--- config.mk ---
export PLATFORM = sky130hd
export DESIGN_NAME = shadow_reload_irq
export DESIGN_NICKNAME = d
export VERILOG_FILES = /design/src/rtl/srl_pkg.sv /design/src/rtl/srl_shadow_bank.sv /design/src/rtl/srl_reload_ctrl.sv /design/src/rtl/srl_irq_unit.sv /design/src/rtl/shadow_reload_irq.sv
export SDC_FILE = /design/constraint.sdc
export NUM_CORES = 1
export LEC_CHECK = 0
export BUFFER_PORTS_ARGS = -buffer_cell sky130_fd_sc_hd__buf_2
export CORE_UTILIZATION = 55
export DETAILED_ROUTE_END_ITERATION = 10
export PLACE_DENSITY = 0.87
export SKIP_CTS_REPAIR_TIMING = 1
export SYNTH_ARGS = -nofsm -noshare
export SYNTH_HDL_FRONTEND = slang
export SYNTH_SLANG_ARGS = --single-unit
--- constraint.sdc ---
create_clock -name clk -period 2 [get_ports clk]
set_clock_uncertainty 0.05 [all_clocks]
set_input_delay 0.5 -clock clk [delete_from_list [all_inputs] [get_ports clk]]
set_output_delay 0.5 -clock clk [all_outputs]
set_load 0.05 [all_outputs]
--- src/rtl/srl_pkg.sv ---
package srl_pkg;
  localparam int EVT_N = 4;
  localparam int EVT_LINE   = 0;
  localparam int EVT_UNDER  = 1;
  localparam int EVT_BUSERR = 2;
  localparam int EVT_RELOAD = 3;
  localparam int REQ_IMM = 0;
  localparam int REQ_VB  = 1;

  typedef enum logic [1:0] {
    SEL_SHADOW = 2'd0,
    SEL_RELOAD = 2'd1,
    SEL_IER    = 2'd2,
    SEL_ICR    = 2'd3
  } wsel_e;
endpackage

--- src/rtl/srl_shadow_bank.sv ---
module srl_shadow_bank #(
  parameter int NUM_CFG = 4,
  parameter int DATA_W  = 32,
  parameter int ADDR_W  = 3
) (
  input  logic                      clk,
  input  logic                      rst_n,
  input  logic                      wr_en,
  input  logic [ADDR_W-1:0]         wr_addr,
  input  logic [DATA_W-1:0]         wr_data,
  input  logic                      xfer,
  output logic [NUM_CFG*DATA_W-1:0] active
);
  for (genvar i = 0; i < NUM_CFG; i++) begin : g_word
    logic [DATA_W-1:0] shadow_q;
    logic [DATA_W-1:0] active_q;
    logic              hit;
    assign hit = wr_en && (wr_addr == ADDR_W'(i));

    always_ff @(posedge clk) begin
      if (!rst_n) begin
        shadow_q <= '0;
        active_q <= '0;
      end else begin
        if (hit)  shadow_q <= wr_data;
        if (xfer) active_q <= shadow_q;
      end
    end
    assign active[i*DATA_W +: DATA_W] = active_q;
  end
endmodule

--- src/rtl/srl_reload_ctrl.sv ---
module srl_reload_ctrl
  import srl_pkg::*;
(
  input  logic       clk,
  input  logic       rst_n,
  input  logic       req_wr,
  input  logic [1:0] req_bits,
  input  logic       vblank,
  output logic       xfer,
  output logic [1:0] pending
);
  logic [1:0] pend_q;
  logic [1:0] pend_d;

  assign xfer = pend_q[REQ_IMM] | (pend_q[REQ_VB] & vblank);

  always_comb begin
    pend_d = xfer ? 2'b00 : pend_q;
    if (req_wr) pend_d = pend_d | req_bits;
  end

  always_ff @(posedge clk) begin
    if (!rst_n) pend_q <= 2'b00;
    else        pend_q <= pend_d;
  end

  assign pending = pend_q;
endmodule

--- src/rtl/srl_irq_unit.sv ---
module srl_irq_unit
  import srl_pkg::*;
(
  input  logic             clk,
  input  logic             rst_n,
  input  logic [EVT_N-1:0] evt_set,
  input  logic             ier_wr,
  input  logic             icr_wr,
  input  logic [EVT_N-1:0] wr_bits,
  output logic [EVT_N-1:0] status,
  output logic             irq
);
  logic [EVT_N-1:0] status_q;
  logic [EVT_N-1:0] ier_q;
  logic [EVT_N-1:0] clr_mask;

  assign clr_mask = icr_wr ? wr_bits : '0;

  always_ff @(posedge clk) begin
    if (!rst_n) begin
      status_q <= '0;
      ier_q    <= '0;
    end else begin
      status_q <= (status_q & ~clr_mask) | evt_set;
      if (ier_wr) ier_q <= wr_bits;
    end
  end

  assign status = status_q;
  assign irq    = |(status_q & ier_q);
endmodule

--- src/rtl/shadow_reload_irq.sv ---
module shadow_reload_irq
  import srl_pkg::*;
#(
  parameter int NUM_CFG = 4,
  parameter int DATA_W  = 32,
  parameter int ADDR_W  = $clog2(NUM_CFG + 3)
) (
  input  logic                      clk,
  input  logic                      rst_n,
  input  logic                      cfg_wvalid,
  output logic                      cfg_wready,
  input  logic [ADDR_W-1:0]         cfg_waddr,
  input  logic [DATA_W-1:0]         cfg_wdata,
  input  logic                      vblank,
  input  logic                      line_evt,
  input  logic                      fifo_underrun,
  input  logic                      bus_err,
  output logic [NUM_CFG*DATA_W-1:0] active_cfg,
  output logic [1:0]                reload_pending,
  output logic [3:0]                evt_status,
  output logic                      irq
);
  localparam logic [ADDR_W-1:0] A_RELOAD = ADDR_W'(NUM_CFG);
  localparam logic [ADDR_W-1:0] A_IER    = ADDR_W'(NUM_CFG + 1);
  localparam logic [ADDR_W-1:0] A_ICR    = ADDR_W'(NUM_CFG + 2);

  logic             wr_fire;
  logic             xfer;
  logic             sel_valid;
  wsel_e            sel;
  logic [EVT_N-1:0] evt_set;

  assign cfg_wready = 1'b1;
  assign wr_fire    = cfg_wvalid && cfg_wready;

  always_comb begin
    sel       = SEL_SHADOW;
    sel_valid = 1'b0;
    if (cfg_waddr == A_RELOAD) begin
      sel = SEL_RELOAD; sel_valid = 1'b1;
    end else if (cfg_waddr == A_IER) begin
      sel = SEL_IER; sel_valid = 1'b1;
    end else if (cfg_waddr == A_ICR) begin
      sel = SEL_ICR; sel_valid = 1'b1;
    end
  end

  srl_shadow_bank #(.NUM_CFG(NUM_CFG), .DATA_W(DATA_W), .ADDR_W(ADDR_W)) u_bank (
    .clk     (clk),
    .rst_n   (rst_n),
    .wr_en   (wr_fire && !sel_valid),
    .wr_addr (cfg_waddr),
    .wr_data (cfg_wdata),
    .xfer    (xfer),
    .active  (active_cfg)
  );

  srl_reload_ctrl u_reload (
    .clk      (clk),
    .rst_n    (rst_n),
    .req_wr   (wr_fire && sel_valid && sel == SEL_RELOAD),
    .req_bits (cfg_wdata[1:0]),
    .vblank   (vblank),
    .xfer     (xfer),
    .pending  (reload_pending)
  );

  always_comb begin
    evt_set             = '0;
    evt_set[EVT_LINE]   = line_evt;
    evt_set[EVT_UNDER]  = fifo_underrun;
    evt_set[EVT_BUSERR] = bus_err;
    evt_set[EVT_RELOAD] = xfer;
  end

  srl_irq_unit u_irq (
    .clk     (clk),
    .rst_n   (rst_n),
    .evt_set (evt_set),
    .ier_wr  (wr_fire && sel_valid && sel == SEL_IER),
    .icr_wr  (wr_fire && sel_valid && sel == SEL_ICR),
    .wr_bits (cfg_wdata[EVT_N-1:0]),
    .status  (evt_status),
    .irq     (irq)
  );
endmodule

==> results of run 1 <==
==> state kept, by name, summed over array words and instances (netlist names) <==
register and cells:
u_bank.g_word.active_q 128, u_irq.ier_q 4, u_bank.g_word.shadow_q 128, u_reload.pending 2, u_irq.status 4
==> cells by family (layout without fill, tap and decap cells) <==
| family | after synthesis | count (layout) | share of synthesized area (%) |
|---|---|---|---|
| AND/OR/NAND/NOR | 305 | 305 | 12.53 |
| flip-flops | 266 | 266 | 55.68 |
| multiplexers | 260 | 260 | 27.21 |
| buffers and inverters | 68 | 258 | 3.716 |
| AO/OA/AOI/OAI | 12 | 12 | 0.8112 |
| other | 1 | 1 | 0.03921 |
==> power breakdown <==
part	switching [mW]	internal (mW)	total (mW)
Sequential	0.0218	5.36	5.39
Clock	1.97	2.61	4.58
Combinational	0.305	0.174	0.479
Total	2.29	8.15	10.4
==> metrics by stage <==
| step | std cells | hold slack [ps] | power (mW) |
|---|---|---|---|
| 2_1_floorplan | 912 | 388.7 | 5.811 |
| 3_3_place_gp | 1276 | 390.9 | 5.966 |
| 3_5_place_dp | 1276 | 398.2 | 5.980 |
| 4_1_cts | 1322 | 115.2 | 10.51 |
| 5_1_grt | 1322 | 135.4 | 10.77 |
| 6_report | 1322 | 131.8 | 10.44 |
==> area by class of cell <==
type	instances	area [sq um]
Fill cell	1237	5147
Tap cell	220	275.3
Timing Repair Buffer	208	1267
Inverter	4	15.01
Sequential cell	266	5325
Clock inverter	10	93.84
Multi-Input combinational cell	578	3928
Clock buffer	36	708.2
==> metal layers <==
layer / wire length (um) / track usage [%] / up-vias
li1: - / - / 3375
met1: 8858 / 27.79 / 3249
met2: 10000 / 40.07 / 175
met3: 1022 / 4.157 / 39
met4: 589 / 8.586 / 0
met5: 0 / 0 / -
==> placed cells by master, fill, tap and decap left out, drive strengths merged, types with 3 or more instances in the layout <==
| cell type | count |
|---|---|
| o21ai | 3 |
| a31oi | 3 |
| dfxtp | 266 |
| nand2 | 295 |
| clkinv | 6 |
| buf | 207 |
| clkbuf | 37 |
| mux2i | 260 |
| inv | 4 |
| clkinvlp | 3 |
==> worst paths after layout <==
path / start / cells after the start / slack [ps] / end
setup reg to reg: u_reload.pending[1] / 4 / 540 / u_bank.g_word[0].active_q[8]
hold / removal: cfg_wdata[1] / 2 / 130 / u_irq.status[1]
hold reg to reg: u_bank.g_word[0].active_q[3] / 2 / 400 / u_bank.g_word[0].active_q[3]
setup / recovery: u_irq.status[2] / 3 / 110 / irq
==> qor.txt, run 1 <==
Area contributors post-synth = dfxtp_1, mux2i_1, nand2_1
Mapped Cells = 912
Slew Viols, Final = 0
DPL Wire Length = 13480 um
Worst vdd ir = 0.0006580 V
Crit-path max cell delay = 330 ps
Final worst path period share = 94.32%
First-pass GRT wire length = 33280 um
CTS Sinks = 266
Die X = 133.9 um
HP Class = input port to register
Vias = 6838
CP bufs+invs = 1
I/O pin cnt = 178
GRT overflow = 0
Ant. Diodes = 0
H-tree level count = 1
Critical path fanouts, max = 3
Antenna-violating nets left = 0
Initial Utilization = 57.06%
Vias in the first global route = 6743
CTS tree = built
Row cnt = 47
Max Cap Viol = 0
Die H = 133.9 um
Cell taking the most area after synthesis = dfxtp_1
Register bit total from synthesis = 266
Slowest cell on crit path = dfxtp_1
Clock latency on the worst-skew pair = 530 ps
Count leader, synth = nand2_1
Syn Std Cell Area = 9563 sq um
Leak = 6.231 nW
Total wire length = 20470 um
# setup viols final = 0
DRT Pass-1 Iters = 4
Worst setup path class = register to output pin
Largest net degree at the start of global routing = 49
Layout cells sized above 1 = 22.96%
Root Driver = clkbuf_16
Final hold vios = 0
Area Overhead vs Synth = 21.43%
Outcome = finished, final reports clean
Starting DRT DRC Count = 337
CP Capture Type = output pin
Sequential fraction of the synthesis area = 55.68%
Die ar. = 17920 sq um
P per Cell Area = 899.1 nW/um^2
Async set-reset flop share out of synthesis = 0%
Yosys cell types = 27
Clock buffer depth = 3
CORE AREA = 16760 sq um
DP Area = 10810 sq um
Routability cong. = 0.7727
Synth Area per Inst = 10.49 sq um
Max frequency = 530.1 MHz
Crit path DAT = 1340 ps
Synth top area share = 55.68%
Post-layout min period = 1886 ps
CTS Buf Count = 26
Ys Warns = 0
Critical path, cell by cell = a22oi_1, nand2_1, buf_2
Routed length per instance = 15.49 um
Ys flop type = dfxtp_1
Post-synth EDFFs = 0
DR vias/cell = 5.172
Initial antenna violation count = 0
Commonest cells post-synth = nand2_1, dfxtp_1, mux2i_1
Final net count = 1126
Final Util = 69.29%
Unrepaired setup endpoints after global routing = no
Critical path's top delay family = flip-flops
Final setup TNS = 0 ps
Worst Slack Setup Final = 113.7 ps
Gr usage total = 22.85%
Design area = 11610 sq um
Remaining DRCs = 0
Critical Path RT = 1450 ps
Setup crit start kind = register
CTS clk-pin slew, worst paths = 60 ps
Synth Net Count = 954
IO buf count = 176
Setup WS pre-CTS = 111.2 ps
No activity file was read; power rests on OpenSTA's default activity.
==> inputs of run 2 (changes only) <==
CELL_PAD_IN_SITES_DETAIL_PLACEMENT = 0   (was unset)
CELL_PAD_IN_SITES_GLOBAL_PLACEMENT = 1   (was unset)
CORE_UTILIZATION = 43   (was 55)
==> run 2 against run 1 <==
Against the previous run:
- sequential share of layout area shrank 0.89 points
- final cell count grew 4.5%
- non-clock buffer count shrank 2
- count of clock-buffer cells in the layout grew 2
- clock power grew 17%
- utilization shrank 15 points
- via count shrank 1.2%
- global-route usage shrank 4.8 points
- critical path type unchanged
- critical endpoint unchanged
- largest cell class unchanged
- highest routed layer unchanged
==> qor.txt, run 2 (synthesized netlist as in run 1, its figures left out) <==
Outcome = finished, final reports clean
Final setup TNS = 0 ps (unchanged)
Area of the multi-input gates = 3928 sq um (unchanged)
Max frequency = 527.4 MHz (-0.51%)
Post-layout min period = 1896 ps (+9.622 ps)
Vias in the first global route = 6442 (-4.5%)
Slew Viols, Final = 0 (unchanged)
CORE AREA = 21820 sq um (+30%)
Die ar. = 22840 sq um (+27%)
# setup viols final = 0 (unchanged)
Final net count = 1125 (-0.089%)
Met2 wire length = 9972 um (-0.30%)
Ant. Diodes = 0 (unchanged)
H-tree level count = 1 (unchanged)
HP Class = input port to register
Detail Route met3 WL = 947 um (-7.3%)
CTS Buf Count = 27 (+3.8%)
Cell count after placement = 1334 (+4.5%)
Die H = 151.1 um (+13%)
Routability cong. = 0.7134 (-7.7%)
Largest net degree at the start of global routing = 57 (+16%)
GRT overflow = 0 (unchanged)
Total wire length = 20830 um (+1.8%)
Starting DRT DRC Count = 186 (-45%)
DPL Wire Length = 13590 um (+0.84%)
Most common cell after layout, fill and taps aside = nand2_1
Final Util = 54.27% (-15 points)
CTS tree = built
Fillers = 1981 (+60%)
Worst setup path class = register to output pin
Final worst path period share = 94.80% (+0.48 points)
Top Layer Used = met4
Die X = 151.1 um (+13%)
Layout cells sized above 1 = 23.23% (+0.27 points)
Area Overhead vs Synth = 23.84%
Root Driver = clkbuf_16
Antenna-violating nets left = 0 (unchanged)
DR vias/cell = 4.886 (-5.5%)
CP Capture Type = output pin
Finished Layout Cells = 1382 (+4.5%)
Routed length per instance = 15.08 um (-2.7%)
Setup crit start kind = register
Clock buffer depth = 3 (unchanged)
CTS Sinks = 266 (unchanged)
Critical Path RT = 1450 ps (about the same)
Gr usage total = 18.07% (-4.8 points)
Worst vdd ir = 0.0006613 V (+0.51%)
Final hold vios = 0 (unchanged)
DRT met1 WL = 9577 um (+8.1%)
First-pass GRT wire length = 32720 um (-1.7%)
Vias = 6753 (-1.2%)
P per Cell Area = 948.0 nW/um^2 (+5.4%)
Row cnt = 54 (+15%)
Most frequent cells in the layout = nand2_1, dfxtp_1, mux2i_1, buf_2, clkbuf_16
Clock latency on the worst-skew pair = 520 ps (about the same)
Critical path fanouts, max = 3 (unchanged)
Max Cap Viol = 0 (unchanged)
DRT Pass-1 Iters = 4 (unchanged)
Leak = 6.299 nW (+1.1%)
Initial Utilization = 43.82% (-13 points)
I/O pin cnt = 178 (unchanged)
Crit path DAT = 1350 ps (about the same)
Seq. cell area = 5325 sq um (unchanged)
Remaining DRCs = 0 (unchanged)
Unrepaired setup endpoints after global routing = no
IO buf count = 176 (unchanged)
Largest regs = u_bank.g_word.active_q x128, u_bank.g_word.shadow_q x128
CTS clk-pin slew, worst paths = 60 ps (about the same)
Worst hold slack = 125.8 ps (-5.976 ps)
Initial antenna violation count = 0 (unchanged)
[run 2: cell types whose count changed in the layout (fill, tap and decap cells not counted), moves of 3 or more]
cell / previous run / this run
buf_4: 21 / 18
bufinv_16: 1 / 5
clkbuf_1: 8 / 5
clkbuf_8: 3 / 7
clkinv_2: 5 / 2
[run 2: metrics by stage]
step	setup slack, ps	total power [mW]	area, sq um
2_1_floorplan	280.8	5.811	9563
3_5_place_dp	96.52	5.994	10880
3_3_place_gp	120.3	5.987	10880
6_report	104.0	11.23	11840
4_1_cts	71.16	11.37	11840
5_1_grt	46.95	11.62	11840
[run 2: worst max-delay path, stage by stage, from the launching register on]
cell and delay (ps):
dfxtp_1 330, a22oi_1 200, nand2_1 80, buf_2 210
[run 2: per-layer routing]
metal,GRT usage [%],up-vias
met3,3.313,29
met2,30.99,153
met5,0,-
met4,4.950,0
li1,-,3380
met1,23.17,3191
[run 2: worst paths after layout]
check | start | endpoint | slack (ps) | cells after the start
worst max-delay path | u_irq.status[2] | irq | 100 | 3
worst min-delay path | cfg_wdata[1] | u_irq.status[1] | 130 | 2
worst max register to register | u_reload.pending[1] | u_bank.g_word[1].active_q[8] | 550 | 4
worst min register to register | u_bank.g_word[3].active_q[5] | u_bank.g_word[3].active_q[5] | 400 | 2
[run 2: report_power, final]
group / switching (mW) / internal [mW] / total (mW)
clock network: 2.01 / 3.34 / 5.35
registers: 0.0209 / 5.36 / 5.38
logic: 0.309 / 0.179 / 0.488
[run 2: area by class of cell]
cell class	instances	area share, %
flip-flops and latches	266	44.97
inverters	4	0.1268
well taps	280	2.958
clock buffers	38	6.561
repair buffers	206	10.68
multi-input cells	578	33.16
clock inverters	10	1.543
